$ cat config.mk
export PLATFORM = sky130hd
export DESIGN_NAME = uart_fifo_pair
export DESIGN_NICKNAME = d
export VERILOG_FILES = /design/src/rtl/uart_fifo_pkg.sv /design/src/rtl/byte_fifo.sv /design/src/rtl/fifo_ctl_reg.sv /design/src/rtl/fifo_stat_reg.sv /design/src/rtl/uart_fifo_pair.sv
export SDC_FILE = /design/constraint.sdc
export NUM_CORES = 2
export LEC_CHECK = 0
export ABC_AREA = 1
export CORE_MARGIN = 5
export CORE_UTILIZATION = 30
export CTS_CLUSTER_DIAMETER = 30
export DETAILED_ROUTE_END_ITERATION = 16
export PLACE_DENSITY = 0.44
export SETUP_SLACK_MARGIN = 0.5
export SLEW_MARGIN = 20
export SYNTH_ARGS = -nofsm -noshare
export SYNTH_HDL_FRONTEND = slang
export SYNTH_SLANG_ARGS = --single-unit
$ cat constraint.sdc
create_clock -name clk -period 2.5 [get_ports clk]
set_input_delay 0.5 -clock clk [delete_from_list [all_inputs] [get_ports clk]]
set_output_delay 0.5 -clock clk [all_outputs]
set_load 0.005 [all_outputs]
$ cat src/rtl/uart_fifo_pkg.sv
package uart_fifo_pkg;

    // Status byte, MSB first
    typedef struct packed {
        logic zero;
        logic tx_busy;
        logic tx_ovf;
        logic tx_full;
        logic tx_nonempty;
        logic rx_ovf;
        logic rx_full;
        logic rx_nonempty;
    } stat_t;

    // Control register, MSB first
    typedef struct packed {
        logic tx_clr;
        logic rx_clr;
        logic tx_en;
        logic rx_en;
    } ctl_t;

    typedef struct packed {
        logic nonempty;
        logic full;
        logic ovf;
    } qflags_t;

    function automatic stat_t pack_status(input qflags_t rxf, input qflags_t txf,
                                          input logic busy);
        stat_t s;
        s.zero        = 1'b0;
        s.tx_busy     = busy;
        s.tx_ovf      = txf.ovf;
        s.tx_full     = txf.full;
        s.tx_nonempty = txf.nonempty;
        s.rx_ovf      = rxf.ovf;
        s.rx_full     = rxf.full;
        s.rx_nonempty = rxf.nonempty;
        return s;
    endfunction

    // Self-clearing bits drop unless rewritten
    function automatic ctl_t ctl_next(input ctl_t cur, input logic wr, input ctl_t wd);
        ctl_t n;
        if (wr) begin
            n = wd;
        end else begin
            n        = cur;
            n.tx_clr = 1'b0;
            n.rx_clr = 1'b0;
        end
        return n;
    endfunction

endpackage

$ cat src/rtl/byte_fifo.sv
module byte_fifo #(
    parameter int DATA_W = 8,
    parameter int ADDR_W = 8
) (
    input  logic              clk,
    input  logic              rst,
    input  logic              en,
    input  logic              clr,
    input  logic              push,
    input  logic [DATA_W-1:0] push_data,
    input  logic              pop,
    input  logic              ovf_ack,
    output logic [DATA_W-1:0] pop_data,
    output logic [ADDR_W-1:0] count,
    output uart_fifo_pkg::qflags_t flags
);
    localparam int DEPTH = 1 << ADDR_W;

    logic [DATA_W-1:0] mem [DEPTH];
    logic [ADDR_W-1:0] wr_ptr, rd_ptr;
    logic [ADDR_W:0]   level;
    logic              ovf_q;
    logic              is_full, is_nonempty;
    logic              do_push, do_pop, ovf_set;

    assign is_full     = level[ADDR_W];
    assign is_nonempty = |level;

    assign do_push = en && !clr && push && !is_full;
    assign do_pop  = en && !clr && pop && is_nonempty;
    assign ovf_set = en && !clr && push && is_full;

    always_ff @(posedge clk) begin
        if (do_push) begin
            mem[wr_ptr] <= push_data;
        end
    end

    always_ff @(posedge clk) begin
        if (rst || clr) begin
            wr_ptr <= '0;
            rd_ptr <= '0;
        end else begin
            if (do_push) wr_ptr <= wr_ptr + 1'b1;
            if (do_pop)  rd_ptr <= rd_ptr + 1'b1;
        end
    end

    always_ff @(posedge clk) begin
        if (rst || clr) begin
            level <= '0;
        end else begin
            unique case ({do_push, do_pop})
                2'b10:   level <= level + 1'b1;
                2'b01:   level <= level - 1'b1;
                default: level <= level;
            endcase
        end
    end

    always_ff @(posedge clk) begin
        if (rst) begin
            pop_data <= '0;
        end else if (pop) begin
            pop_data <= do_pop ? mem[rd_ptr] : '0;
        end
    end

    always_ff @(posedge clk) begin
        if (rst || clr) begin
            ovf_q <= 1'b0;
        end else begin
            ovf_q <= ovf_set || (ovf_q && !ovf_ack);
        end
    end

    assign count          = level[ADDR_W-1:0];
    assign flags.nonempty = is_nonempty;
    assign flags.full     = is_full;
    assign flags.ovf      = ovf_q;

endmodule

$ cat src/rtl/fifo_ctl_reg.sv
module fifo_ctl_reg (
    input  logic                clk,
    input  logic                rst,
    input  logic                wr,
    input  uart_fifo_pkg::ctl_t wdata,
    output uart_fifo_pkg::ctl_t q
);
    always_ff @(posedge clk) begin
        if (rst) begin
            q <= '0;
        end else begin
            q <= uart_fifo_pkg::ctl_next(q, wr, wdata);
        end
    end
endmodule

$ cat src/rtl/fifo_stat_reg.sv
module fifo_stat_reg (
    input  logic                 clk,
    input  logic                 rst,
    input  logic                 rd,
    input  uart_fifo_pkg::stat_t live,
    output uart_fifo_pkg::stat_t q
);
    always_ff @(posedge clk) begin
        if (rst) begin
            q <= '0;
        end else if (rd) begin
            q <= live;
        end
    end
endmodule

$ cat src/rtl/uart_fifo_pair.sv
module uart_fifo_pair #(
    parameter int DATA_W = 8,
    parameter int ADDR_W = 8
) (
    input  logic              clk,
    input  logic              rst,
    input  logic              host_tx_wr,
    input  logic [DATA_W-1:0] host_tx_data,
    input  logic              host_rx_rd,
    output logic [DATA_W-1:0] host_rx_data,
    input  logic              line_rx_vld,
    input  logic [DATA_W-1:0] line_rx_data,
    input  logic              line_tx_pop,
    output logic [DATA_W-1:0] line_tx_data,
    input  logic              line_tx_busy,
    input  logic              ctl_wr,
    input  logic [3:0]        ctl_wdata,
    output logic [3:0]        ctl_rdata,
    input  logic              stat_rd,
    output logic [7:0]        stat_rdata,
    output logic [ADDR_W-1:0] rx_count,
    output logic [ADDR_W-1:0] tx_count
);
    import uart_fifo_pkg::*;

    ctl_t    ctl_q;
    stat_t   stat_live, stat_q;
    qflags_t rx_flags, tx_flags;

    fifo_ctl_reg u_ctl (
        .clk   (clk),
        .rst   (rst),
        .wr    (ctl_wr),
        .wdata (ctl_t'(ctl_wdata)),
        .q     (ctl_q)
    );

    byte_fifo #(.DATA_W(DATA_W), .ADDR_W(ADDR_W)) u_rxq (
        .clk       (clk),
        .rst       (rst),
        .en        (ctl_q.rx_en),
        .clr       (ctl_q.rx_clr),
        .push      (line_rx_vld),
        .push_data (line_rx_data),
        .pop       (host_rx_rd),
        .ovf_ack   (stat_rd),
        .pop_data  (host_rx_data),
        .count     (rx_count),
        .flags     (rx_flags)
    );

    byte_fifo #(.DATA_W(DATA_W), .ADDR_W(ADDR_W)) u_txq (
        .clk       (clk),
        .rst       (rst),
        .en        (ctl_q.tx_en),
        .clr       (ctl_q.tx_clr),
        .push      (host_tx_wr),
        .push_data (host_tx_data),
        .pop       (line_tx_pop),
        .ovf_ack   (stat_rd),
        .pop_data  (line_tx_data),
        .count     (tx_count),
        .flags     (tx_flags)
    );

    assign stat_live = pack_status(rx_flags, tx_flags, line_tx_busy);

    fifo_stat_reg u_stat (
        .clk  (clk),
        .rst  (rst),
        .rd   (stat_rd),
        .live (stat_live),
        .q    (stat_q)
    );

    assign ctl_rdata  = ctl_q;
    assign stat_rdata = stat_q;

endmodule

Word level (Yosys, flattened, before mapping). Memory sizes are Yosys's and may differ from the RTL's. A register that Yosys moved wholly into a read port is not among the register bits. Cells that the tools add are included.

Memories kept: 2. Register bits after elaboration: 79. RAM bits: 4096. Input port bits: 29.

Memory list: u_rxq.mem (words 256, bits a word 8, read ports 1, clocked after Yosys merged registers in 1, write ports 1, line byte_fifo.sv:19) `logic [DATA_W-1:0] mem [DEPTH];`; u_txq.mem (words 256, bits a word 8, read ports 1, clocked after Yosys merged registers in 1, write ports 1, line byte_fifo.sv:19).

Reductions and logical operators: 28. Eq/ne operators: 4. Bitwise gates (word level): 1. Muxes and demuxes: 12. Add/subtract/negate cells: 8.

Operators by type and width (number): $mux 8 (6); $pmux 9 s2 (2); $add 8x1->8 const B (4); $add 9x1->9 const B (2); $reduce_or 9->1 (2); $sub 9x1->9 const B (2); $logic_and 1x1->1 (14); $logic_not 1->1 (5); $eq 2x1->1 const B (2); $eq 2x2->1 const B (2); $logic_or 1x1->1 (4); $mux 1 (4); $reduce_bool 2->1 (2); $reduce_or 2->1 (1); $not 1->1 (1).

Logic depth before layout (Yosys ltp).
Depth after elaboration: 6. Depth in mapped cells: 20. Gate-level depth less buffers: 18.

Modules after synthesis. A second synthesis with hierarchy kept.

Cells, all modules: 14427. Area, all modules: 170247.0 um^2.

By module, submodules not included: byte_fifo (cells each 7179, area an instance 84883.9 um^2, instances 2); fifo_stat_reg (cells each 51, area an instance 341.6 um^2, instances 1); fifo_ctl_reg (cells each 17, area an instance 133.9 um^2, instances 1); uart_fifo_pair (cells each 1, area an instance 3.8 um^2, instances 1).

Worst setup path before layout. Ideal clock, no wire load.

Kind: flip-flop to flip-flop. Start point: register u_rxq.level[2]. End point: register u_rxq.level[8]. Period minus slack after synthesis: 2712 ps. Slack: -212 ps. Data required time: 2380 ps. Arrival: 2591 ps. Setup time: 120 ps. Cell stages (with the launch flop): 20. Buffers on the path: 1. Cell sequence: dfxtp_1 > nor2_1 > nand3_1 > nor2_1 > inv_1 > nand4_1 > inv_2 > ha_1 > buf_4 > xor2_1 > ha_1 > a21oi_1 > nand3b_1 > o211ai_2 > nand3_1 > nand2_1 > o21ai_0 > a21oi_1 > o21ai_0 > nor2_1.

Longest elaborated chain between the ends: 4. Elaborated cells between the ends (all ways): 8. Those cells by class: add/sub: 2; eq/ne: 2; mux: 1; reduce/logical: 3.

Ends and longest elaborated chain: start: declaration (line byte_fifo.sv:21) `logic [ADDR_W:0] level;`; start signal: assignment (line byte_fifo.sv:54) `2'b10: level <= level + 1'b1;`; start signal: assignment (line byte_fifo.sv:55) `2'b01: level <= level - 1'b1;`; start signal: assignment (line byte_fifo.sv:56) `default: level <= level;`; parallel branches: the longest is 4 deep, another holds $sub 9x1->9.

Several ways; the timed one is not identified. A chain may end at the register's enable or synchronous reset.

==> metrics <==
vias post-DR=around 120k; Pleak=approximately 85 nW; Skew-Pair Late Insertion Delay=approximately 1200 ps; TNS Setup=-270.7 ps; sequential element share of the synthesized area=0.7339; largest cells by area after synthesis=edfxtp_1 (72%), nand3_1 (12%), nand2_1 (9.3%), buf_2 (1.5%), nor2_1 (1.3%); Final min period=2585 ps; antenna-violating nets left=0; syn_nets=14,450; Worst slew margin=0.2358; Pwr Density=941.7 mW/mm²; DIE AREA=between 0.5 and 0.6 mm²; CTS tree=done; failing checks=setup timing; Inserted Clock Buffers=1,094; final hold violation count=0; nets=16,280; Clock Tree Buf Depth=5; flops & latches, synth=4,191; worst vdd ir=between 700 and 800 µV; first-pass GRT wire length=827,800 µm; WL/cell=23.51 µm; Ys Warns=0; Initial Utilization=0.3010; grt total ovfl=0; outcome=finished with violations; H-Tree Depth=7; Max Slew Vio Count=0; initial antenna violation count=35; Setup crit start kind=register; area leader, netlist=edfxtp_1; worst hold path class=in -> reg; clk sinks=between 4,000 and 5,000; largest net degree at the start of global routing=80; DRC Markers=0; syn avg cell area=11.81 µm²; Worst-path clk slew=50 ps; clk_skew=roughly 92 ps; RSZ-0062 raised after global routing=true; setup violators final=7; layout cells sized above 1=0.2238; area share of the largest cell type after synthesis=0.7227; Netlist cell types=32; class of the most critical setup path=reg -> reg; # rows=276; width of the die=763.2 µm; Overall Global Routing Usage=0.1937; drt pass-1 iters=6; P&R area growth vs syn=36.85%; Non-Filler Instances=roughly 25,000; M3 GR Usage=0.04421; max_cap viols=0; Mapped Area=0.1702 mm²; most used routing layer in global routing=met2; I/O pin cnt=73; Die Ht=763.2 µm; GR Util met2=0.2862; final wirelength=a little under 600,000 µm; Req. time, crit path=~3500 ps; starting DRC count in detailed routing=around 11,000; clk root buf=clkbuf_16; RePlAce Congestion=0.8188; most numerous cell in the Yosys netlist=nand2_1; Tot Pwr=~220 mW; hold_ws=115.8 ps; Worst EP arrival=3580 ps; Most used DFF post-synth=edfxtp_1; port bufs=71; core outline area=0.5653 mm²; number of synthesized flops with an enable pin=roughly 4,000; Detail Placement HPWL=around 350,000 µm; vias per cell=4.891; period utilisation layout=1.034; ys async rst share=0; setup ws final=-85.30 ps; met1 usage=0.2826; Worst Path Max Fanout=16; fin util=0.4120; endpoint class of the critical path=register; f_max=386.8 MHz; Slew @ Worst Pin=1146 ps; Gate Count Post-Synth=around 14,000; number of global-route vias before repair=about 120k; Placed Cells=22,520; Post-synth top cells=nand2_1 (4,239), nand3_1 (4,101), edfxtp_1 (4,096)
[layout by cell type (no fill, tap or decap), types with 71 or more instances in the layout]
cell,n
nand3_1,3762
clkbuf_16,1128
clkinvlp_4,90
buf_16,71
bufinv_16,143
nor2_1,530
nand3_2,295
clkinv_2,154
clkinv_1,152
inv_1,83
buf_6,131
buf_12,284
nand2_1,4203
buf_4,1109
clkbuf_1,126
edfxtp_1,4096
[metal layers]
metal / vias to the layer above / wire length (µm) / part of all wire
met2: 4069 / 253200 / 0.44
met5: - / 0 / 0
li1: 55420 / - / -
met3: 916 / 40890 / 0.071
met1: 59550 / 269900 / 0.47
met4: 0 / 12610 / 0.022
[worst max-delay path: stages, from the launching register on]
cell	delay, ps
dfxtp_4	370
buf_12	190
clkinv_16	150
buf_16	190
buf_12	140
buf_16	150
nand2_1	60
nand3_1	80
nand3_1	190
nand3_1	100
nand3_1	90
nand3_1	100
buf_4	200
nand3_2	100
nand3_1	100
nand3_1	90
a21oi_1	60
[logic make-up (layout without fill, tap and decap cells)]
group,Yosys count,count (layout),synth area share
DFF,4191,4191,0.7339
AOI/OAI and AO/OA,119,119,0.003705
adders and majority gates,17,17,0.001250
buffers and inverters,1087,3687,0.03146
xor gates and xnor gates,26,26,0.001338
other,1,12,0.00002204
and+or+nand+nor,8966,8966,0.2283
[layout make-up]
class | count | area, µm²
fillers | 52780 | 332400
repair buffers | 1707 | 19360
flip-flops and latches | 4191 | 125000
inverters | 104 | 489.2
clock buffers | 1244 | 28440
clock inverters | 627 | 7157
repair inverters | 5 | 77.57
well taps | 7506 | 9392
multi-input cells | 9129 | 42900
diodes | 11 | 27.53
[flip-flops by register name, indices dropped and copies added (netlist names), named ones only]
name            count
u_rxq.pop_data      8
u_txq.wr_ptr        8
u_ctl.q             4
u_rxq.wr_ptr        8
u_txq.ovf_q         1
u_stat.q            7
u_txq.pop_data      8
u_rxq.rd_ptr        8
u_rxq.mem        2048
u_rxq.ovf_q         1
u_txq.rd_ptr        8
u_rxq.level         9
u_txq.mem        2048
u_txq.level         9
[stage by stage]
stage	setup WS, ps	area, µm²
floorplan	-15.11	170600
global placement	-562.4	191300
detailed placement	-537.4	191300
CTS	0.8047	231500
global route	-122.6	232900
finish	-85.30	232900
[path summary, 6_finish.rpt]
check / slack [ps] / end / cells past startpoint / from
max: -90 / u_rxq.pop_data[5] / 16 / register
min: 120 / u_txq.ovf_q / 4 / host_tx_wr
max reg2reg: -90 / u_rxq.pop_data[5] / 16 / register
min reg2reg: 470 / u_stat.q[2] / 2 / u_stat.q[2]
[power by group]
part           internal, mW  switching (mW)
Sequential             77.4          0.0432
Clock                  95.2            40.7
Combinational          1.88            4.13
[what timing repair did]
| item | in CTS | in global routing |
|---|---|---|
| endpoints found under the hold margin | 1911 | 0 |
| hold buffers | 26 | 0 |
| gates resized for setup | 778 | 224 |
| gates cloned | 44 | 11 |
| setup buffers | 33 | 8 |
| pin swaps | 51 | 55 |
| endpoints found under the setup margin | 4177 | 4169 |
Power figures use the tool's default switching activity.
